### config.mk
export PLATFORM = sky130hd
export DESIGN_NAME = sram_lane_ctrl
export DESIGN_NICKNAME = d
export VERILOG_FILES = /design/src/rtl/sram_lane_pkg.sv /design/src/rtl/sram_wait_timer.sv /design/src/rtl/sram_lane_mask.sv /design/src/rtl/sram_lane_ctrl.sv
export SDC_FILE = /design/constraint.sdc
export NUM_CORES = 1
export LEC_CHECK = 0
export BUFFER_PORTS_ARGS = -buffer_cell sky130_fd_sc_hd__buf_4
export CAP_MARGIN = 20
export CORE_MARGIN = 8
export CORE_UTILIZATION = 40
export CTS_BUF_LIST = sky130_fd_sc_hd__clkbuf_4 sky130_fd_sc_hd__clkbuf_8 sky130_fd_sc_hd__clkbuf_16
export DETAILED_ROUTE_END_ITERATION = 16
export MAX_ROUTING_LAYER = met4
export PLACE_DENSITY_LB_ADDON = 0.2
export SKIP_CTS_REPAIR_TIMING = 1
export SLEW_MARGIN = 20
export SYNTH_ARGS = -nofsm -noshare
export SYNTH_HDL_FRONTEND = slang
export SYNTH_SLANG_ARGS = --single-unit
### constraint.sdc
create_clock -name clk -period 1.7 [get_ports clk]
set_input_delay 0.085 -clock clk [delete_from_list [all_inputs] [get_ports clk]]
set_output_delay 0.085 -clock clk [all_outputs]
set_load 0.01 [all_outputs]
### src/rtl/sram_lane_pkg.sv
package sram_lane_pkg;

   typedef enum logic [2:0] {
      ST_IDLE   = 3'd0,
      ST_SETUP  = 3'd1,
      ST_ACCESS = 3'd2,
      ST_HOLD   = 3'd3,
      ST_GAP    = 3'd4
   } ctl_state_t;

endpackage

### src/rtl/sram_wait_timer.sv
// Down-counter that stretches an access across WAIT_CYCLES clock cycles.
module sram_wait_timer #(
   parameter int WAIT_CYCLES = 3
) (
   input  logic clk,
   input  logic rst,
   input  logic load,
   input  logic run,
   output logic last
);
   localparam int CNT_W = (WAIT_CYCLES > 1) ? $clog2(WAIT_CYCLES) : 1;
   localparam logic [CNT_W-1:0] LOAD_VAL = CNT_W'(WAIT_CYCLES - 1);

   if (WAIT_CYCLES < 1) begin : g_bad_wait
      $error("sram_wait_timer: WAIT_CYCLES must be at least 1");
   end

   logic [CNT_W-1:0] cnt_q;

   always_ff @(posedge clk) begin
      if (rst) begin
         cnt_q <= '0;
      end else if (load) begin
         cnt_q <= LOAD_VAL;
      end else if (run && (cnt_q != '0)) begin
         cnt_q <= cnt_q - 1'b1;
      end
   end

   assign last = (cnt_q == '0);


   timer_range_chk: assert property (@(posedge clk) disable iff (rst)
      cnt_q <= LOAD_VAL);

endmodule

### src/rtl/sram_lane_mask.sv
// Per-lane select strobes and read-data zeroing for deselected lanes.
module sram_lane_mask #(
   parameter int DATA_W = 16,
   parameter int LANE_W = 8
) (
   input  logic                       active,
   input  logic [DATA_W/LANE_W-1:0]   lane_en,
   input  logic [DATA_W-1:0]          raw_rdata,
   output logic [DATA_W/LANE_W-1:0]   lane_sel_n,
   output logic [DATA_W-1:0]          masked_rdata
);
   localparam int LANES = DATA_W / LANE_W;

   if ((DATA_W % LANE_W) != 0) begin : g_bad_lane
      $error("sram_lane_mask: DATA_W must be a multiple of LANE_W");
   end

   for (genvar li = 0; li < LANES; li++) begin : g_lane
      assign lane_sel_n[li] = ~(active & lane_en[li]);
      assign masked_rdata[li*LANE_W +: LANE_W] =
         lane_en[li] ? raw_rdata[li*LANE_W +: LANE_W] : '0;
   end

endmodule

### src/rtl/sram_lane_ctrl.sv
// Controller for an external asynchronous SRAM with two byte lanes.
module sram_lane_ctrl
   import sram_lane_pkg::*;
#(
   parameter int ADDR_W      = 19,
   parameter int DATA_W      = 16,
   parameter int WAIT_CYCLES = 3
) (
   input  logic              clk,
   input  logic              rst,
   input  logic              req_valid,
   output logic              req_ready,
   input  logic              req_write,
   input  logic [ADDR_W-1:0] req_addr,
   input  logic [DATA_W-1:0] req_wdata,
   input  logic [1:0]        req_be,
   output logic              resp_valid,
   output logic [DATA_W-1:0] resp_rdata,
   output logic [ADDR_W-1:0] mem_addr,
   output logic              mem_ce_n,
   output logic              mem_oe_n,
   output logic              mem_we_n,
   output logic              mem_lb_n,
   output logic              mem_ub_n,
   output logic [DATA_W-1:0] mem_dq_out,
   output logic              mem_dq_oe,
   input  logic [DATA_W-1:0] mem_dq_in
);
   localparam int LANE_W = DATA_W / 2;

   if ((DATA_W % 2) != 0 || LANE_W < 1) begin : g_bad_data
      $error("sram_lane_ctrl: DATA_W must split into two equal lanes");
   end
   if (ADDR_W < 1) begin : g_bad_addr
      $error("sram_lane_ctrl: ADDR_W must be positive");
   end

   ctl_state_t        state_q, state_d;
   logic [ADDR_W-1:0] addr_q;
   logic [DATA_W-1:0] wdata_q;
   logic [1:0]        be_q;
   logic              wr_q;
   logic              resp_valid_q;
   logic [DATA_W-1:0] rdata_q;

   logic              accept;
   logic              be_any;
   logic              timer_load;
   logic              timer_last;
   logic              ce_active;
   logic              in_access;
   logic [1:0]        lane_sel_n;
   logic [DATA_W-1:0] masked_rdata;

   assign accept    = req_valid && (state_q == ST_IDLE);
   assign be_any    = |req_be;
   assign in_access = (state_q == ST_ACCESS);
   assign ce_active = (state_q == ST_SETUP) || in_access || (state_q == ST_HOLD);

   // Reads load the timer at acceptance; writes load it in the setup cycle.
   assign timer_load = (accept && be_any && !req_write) || (state_q == ST_SETUP);

   sram_wait_timer #(
      .WAIT_CYCLES (WAIT_CYCLES)
   ) wait_i (
      .clk  (clk),
      .rst  (rst),
      .load (timer_load),
      .run  (in_access),
      .last (timer_last)
   );

   sram_lane_mask #(
      .DATA_W (DATA_W),
      .LANE_W (LANE_W)
   ) lane_i (
      .active       (ce_active),
      .lane_en      (be_q),
      .raw_rdata    (mem_dq_in),
      .lane_sel_n   (lane_sel_n),
      .masked_rdata (masked_rdata)
   );

   always_comb begin
      state_d = state_q;
      unique case (state_q)
         ST_IDLE: begin
            if (accept && be_any) begin
               state_d = req_write ? ST_SETUP : ST_ACCESS;
            end
         end
         ST_SETUP:  state_d = ST_ACCESS;
         ST_ACCESS: if (timer_last) state_d = wr_q ? ST_HOLD : ST_GAP;
         ST_HOLD:   state_d = ST_GAP;
         ST_GAP:    state_d = ST_IDLE;
         default:   state_d = ST_IDLE;
      endcase
   end

   always_ff @(posedge clk) begin
      if (rst) begin
         state_q      <= ST_IDLE;
         addr_q       <= '0;
         wdata_q      <= '0;
         be_q         <= '0;
         wr_q         <= 1'b0;
         resp_valid_q <= 1'b0;
         rdata_q      <= '0;
      end else begin
         state_q      <= state_d;
         resp_valid_q <= 1'b0;
         if (accept && be_any) begin
            addr_q  <= req_addr;
            wdata_q <= req_wdata;
            be_q    <= req_be;
            wr_q    <= req_write;
         end
         if (accept && !be_any && !req_write) begin
            resp_valid_q <= 1'b1;
            rdata_q      <= '0;
         end else if (in_access && timer_last && !wr_q) begin
            resp_valid_q <= 1'b1;
            rdata_q      <= masked_rdata;
         end
      end
   end

   assign req_ready  = (state_q == ST_IDLE);
   assign resp_valid = resp_valid_q;
   assign resp_rdata = rdata_q;
   assign mem_addr   = addr_q;
   assign mem_ce_n   = ~ce_active;
   assign mem_we_n   = ~(in_access && wr_q);
   assign mem_oe_n   = ~(in_access && !wr_q);
   assign mem_lb_n   = lane_sel_n[0];
   assign mem_ub_n   = lane_sel_n[1];
   assign mem_dq_out = wdata_q;
   assign mem_dq_oe  = ce_active && wr_q;

   // Arms the history-based checks one cycle after reset ends.
   logic armed_q;
   always_ff @(posedge clk) begin
      if (rst) armed_q <= 1'b0;
      else     armed_q <= 1'b1;
   end


   reset_idle_chk: assert property (@(posedge clk)
      rst |=> (mem_ce_n && mem_oe_n && mem_we_n && mem_lb_n && mem_ub_n
               && !mem_dq_oe && !resp_valid && req_ready));


   deselect_quiet_chk: assert property (@(posedge clk) disable iff (rst)
      mem_ce_n |-> (mem_oe_n && mem_we_n && mem_lb_n && mem_ub_n && !mem_dq_oe));


   read_no_drive_chk: assert property (@(posedge clk) disable iff (rst)
      !mem_oe_n |-> (!mem_dq_oe && !mem_ce_n));


   write_drive_chk: assert property (@(posedge clk) disable iff (rst)
      !mem_we_n |-> mem_dq_oe);


   drive_lead_chk: assert property (@(posedge clk) disable iff (rst || !armed_q)
      $fell(mem_we_n) |-> $past(mem_dq_oe));


   drive_trail_chk: assert property (@(posedge clk) disable iff (rst || !armed_q)
      $rose(mem_we_n) |-> mem_dq_oe ##1 !mem_dq_oe);


   lane_pick_chk: assert property (@(posedge clk) disable iff (rst)
      !mem_ce_n |-> !(mem_lb_n && mem_ub_n));


   resp_pulse_chk: assert property (@(posedge clk) disable iff (rst)
      resp_valid |=> !resp_valid);


   addr_hold_chk: assert property (@(posedge clk) disable iff (rst || !armed_q)
      (!mem_ce_n && $past(!mem_ce_n)) |->
         ($stable(mem_addr) && $stable(mem_lb_n) && $stable(mem_ub_n)));


   idle_gap_chk: assert property (@(posedge clk) disable iff (rst || !armed_q)
      $rose(mem_ce_n) |=> mem_ce_n);


   strobe_excl_chk: assert property (@(posedge clk) disable iff (rst)
      !(!mem_oe_n && !mem_we_n));

endmodule

==> flow_metrics.py <==
metrics = {
    "clock_network": {
        "clk-insertion-delay-late_ns": 0.33,
        "path_clk_slew_ns": 0.07,
        "cts_buffer_depth": 2,
        "cts_tree": "done",
        "numCtsBuffers": 9,
        "root_buffer": "clkbuf_8",
        "htreeDepth": 3,
        "clock_sinks": 60,
    },
    "flow_run": {
        "maxCapViolCount": 0,
    },
    "global_routing": {
        "gr-usage-all-layers": 0.171,
        "grt_pass1_vias": 2556,
        "use_met2": 0.260,
        "use_met3": 0.0595,
        "grt_max_degree": 46,
        "gr-max-usage-layer": "met2",
        "grt_overflow": 0,
        "met1_usage": 0.202,
        "antenna_found_initial": 0,
        "grt_pass1_wl_um": 11900,
    },
    "status": {
        "status": "finished, final reports clean",
    },
    "synth": {
        "netlist_area_um2": 2490,
        "synth_compound_area_frac": 0.254,
        "yosys_most_used_dff": "dfxtp_1",
        "yosys.area_share.simple": 0.191,
        "synth_top_area_frac": 0.483,
        "ys_async_sr_fraction": 0,
        "syn_area_per_cell_um2": 8.24,
        "synth_top_family_by_area": "compound AO/OA/AOI/OAI gates",
        "synth_edf_count": 0,
        "syn_inst": 302,
        "post-synth-top-area-cell": "dfxtp_1",
        "yosysUniqueCellTypes": 35,
        "ys_top_cells_by_area": "dfxtp_1 48%, o21ai_0 11%, a21oi_1 11%",
        "synthAdderAreaFrac": 0.00503,
        "yosysWarnings": 0,
        "ys_ff_latch": 60,
        "synthMuxAreaShare": 0,
        "yosysSeqAreaShare": 0.483,
        "synth_nets": 360,
        "synth_xor_area_frac": 0,
    },
    "timing": {
        "worst_slew_pin_slew_ns": 0.498,
        "finalHoldViolCount": 0,
        "skew_ns": 0.00880,
        "fin_ws_ns": 0.147,
        "fmax_mhz": 644,
        "slew_headroom": 0.668,
        "rsz0062_at_grt": "false",
        "setup_viol": 0,
        "finalSetupTns_ns": 0,
        "period_needed_ns": 1.55,
        "slew_violations": 0,
        "fin_crit_sh": 0.914,
    },
    "critical_path": {
        "cp_top_family": "buffers and inverters",
        "cpPeakStageDelay_ns": 0.33,
        "crit_arrival_ns": 1.47,
        "crit_required_ns": 1.62,
        "path_buf_inv": 3,
        "start_kind": "flop",
        "endpoint_kind": "output pin",
        "crit_top_cell": "buf_4",
        "worst-path-max-fanout": 19,
        "crit_slowest_cell": "dfxtp_1",
        "path_cells": "buf_4 > nor3b_2 > buf_4 > nand2_1 > buf_4",
        "path_class": "reg -> out",
    },
    "drt": {
        "ant_nets": 0,
        "remaining_drc_errors": 0,
        "drtPass1Iterations": 5,
        "wire_per_inst_um": 15.4,
        "drt_iter0_drc": 171,
        "wirelength_um": 7550,
        "via_per_inst": 5.27,
        "num_vias": 2581,
    },
    "placement": {
        "port_buffers": 115,
        "placed_cell_area_um2": 3420,
        "place_ws_ns": 0.153,
        "place.gp.congestion": 0.738,
        "dpl.cell_count": 473,
        "dp_hpwl_um": 5400,
    },
    "floorplan": {
        "die_h_um": 94.9,
        "dieArea_um2": 9000,
        "core-area_um2": 5960,
        "io_pins": 116,
        "num_rows": 28,
        "start_util": 0.418,
        "fp.dieW_um": 94.9,
    },
    "final_layout": {
        "layout_commonest_cell": "buf_4",
        "nets": 468,
        "final_cells": 490,
        "layout_common_cells": "127 x buf_4, 60 x dfxtp_1, 57 x o21ai_0, 54 x a21oi_1, 36 x nand3_1",
        "n_antenna_cell": 0,
        "drive_gt1_frac": 0.364,
        "area_growth_pct": 45.2,
        "fin_area_um2": 3610,
        "fillers": 534,
    },
    "power_and_ir_drop": {
        "p_per_area_nw_per_um2": 960,
        "p_leak_uw": 0.00150,
        "power_uw": 3470,
        "irDropWorstVdd_v": 0.000552,
    },
    "worst_hold_path": {
        "hp-class": "in -> reg",
    },
}
[area by class of cell]
cell class | count | area (um2) | area share
timing repair buffer | 129 | 983 | 0.272
clock inverter | 4 | 23.8 | 0.00658
sequential | 60 | 1200 | 0.332
tap | 75 | 93.8 | 0.0260
inverter | 6 | 22.5 | 0.00623
multi-input combinational | 204 | 1130 | 0.313
clock buffer | 12 | 159 | 0.0440
[cells by family (layout without fill, tap and decap cells)]
group	Yosys count	count (layout)
AND/OR/NAND/NOR	84	84
flip-flops	60	60
buffers and inverters	38	151
adder cells (fa/ha/maj)	1	1
AO/OA/AOI/OAI	119	119
[worst min-delay path: cells and delay by family]
| kind | cells | cell delay (ns) |
|---|---|---|
| and+or+nand+nor | 1 | 0.05 |
| AOI/OAI and AO/OA | 1 | 0.05 |
| buffers and inverters | 1 | 0.11 |
[final timing paths]
| path | start | to | slack (ns) | cells past startpoint |
|---|---|---|---|---|
| max | state_q[1] | mem_we_n | 0.15 | 5 |
| min | req_wdata[15] | mem_dq_out[15] | 0.01 | 3 |
| max reg2reg | state_q[1] | resp_rdata[4] | 0.16 | 4 |
| min reg2reg | mem_addr[6] | mem_addr[6] | 0.48 | 2 |
[synth_stat cells (2+ instances only)]
library cell,number
nor4b_1,2
nand2_1,6
nor2_1,5
nand4_1,16
o21ai_0,57
o21bai_1,2
buf_6,2
inv_1,6
nor2b_1,2
a21oi_1,54
clkbuf_1,21
dfxtp_1,60
nand3_1,36
nand2b_1,3
buf_1,4
nor3_1,4
buf_2,4
[metrics by stage]
step / utilization / hold slack [ns]
after floorplan: - / 0.221
after global placement: 0.574 / 0.348
after detailed placement: 0.574 / 0.354
after CTS: 0.605 / -0.00197
after global routing: 0.607 / 0.00233
final: 0.607 / 0.0126
[per-layer routing]
| layer | share of wire | up-vias |
|---|---|---|
| met1 | 0.44 | 1163 |
| met3 | 0.093 | 7 |
| met5 | 0 | - |
| met2 | 0.46 | 99 |
| li1 | - | 1312 |
| met4 | 0.011 | 0 |
[where the power goes]
part / switching [uW] / internal [uW]
clock: 531 / 620
sequential: 53.3 / 1500
combinational: 423 / 346
[sequential cells by signal, summed over array words and instances, names as in the netlist]
name and cells:
wr_q 1, resp_rdata 16, resp_valid 1, wait_i.cnt_q 2, mem_addr 19, mem_dq_out 16
state_q 3, be_q 2
Power figures use the tool's default switching activity.
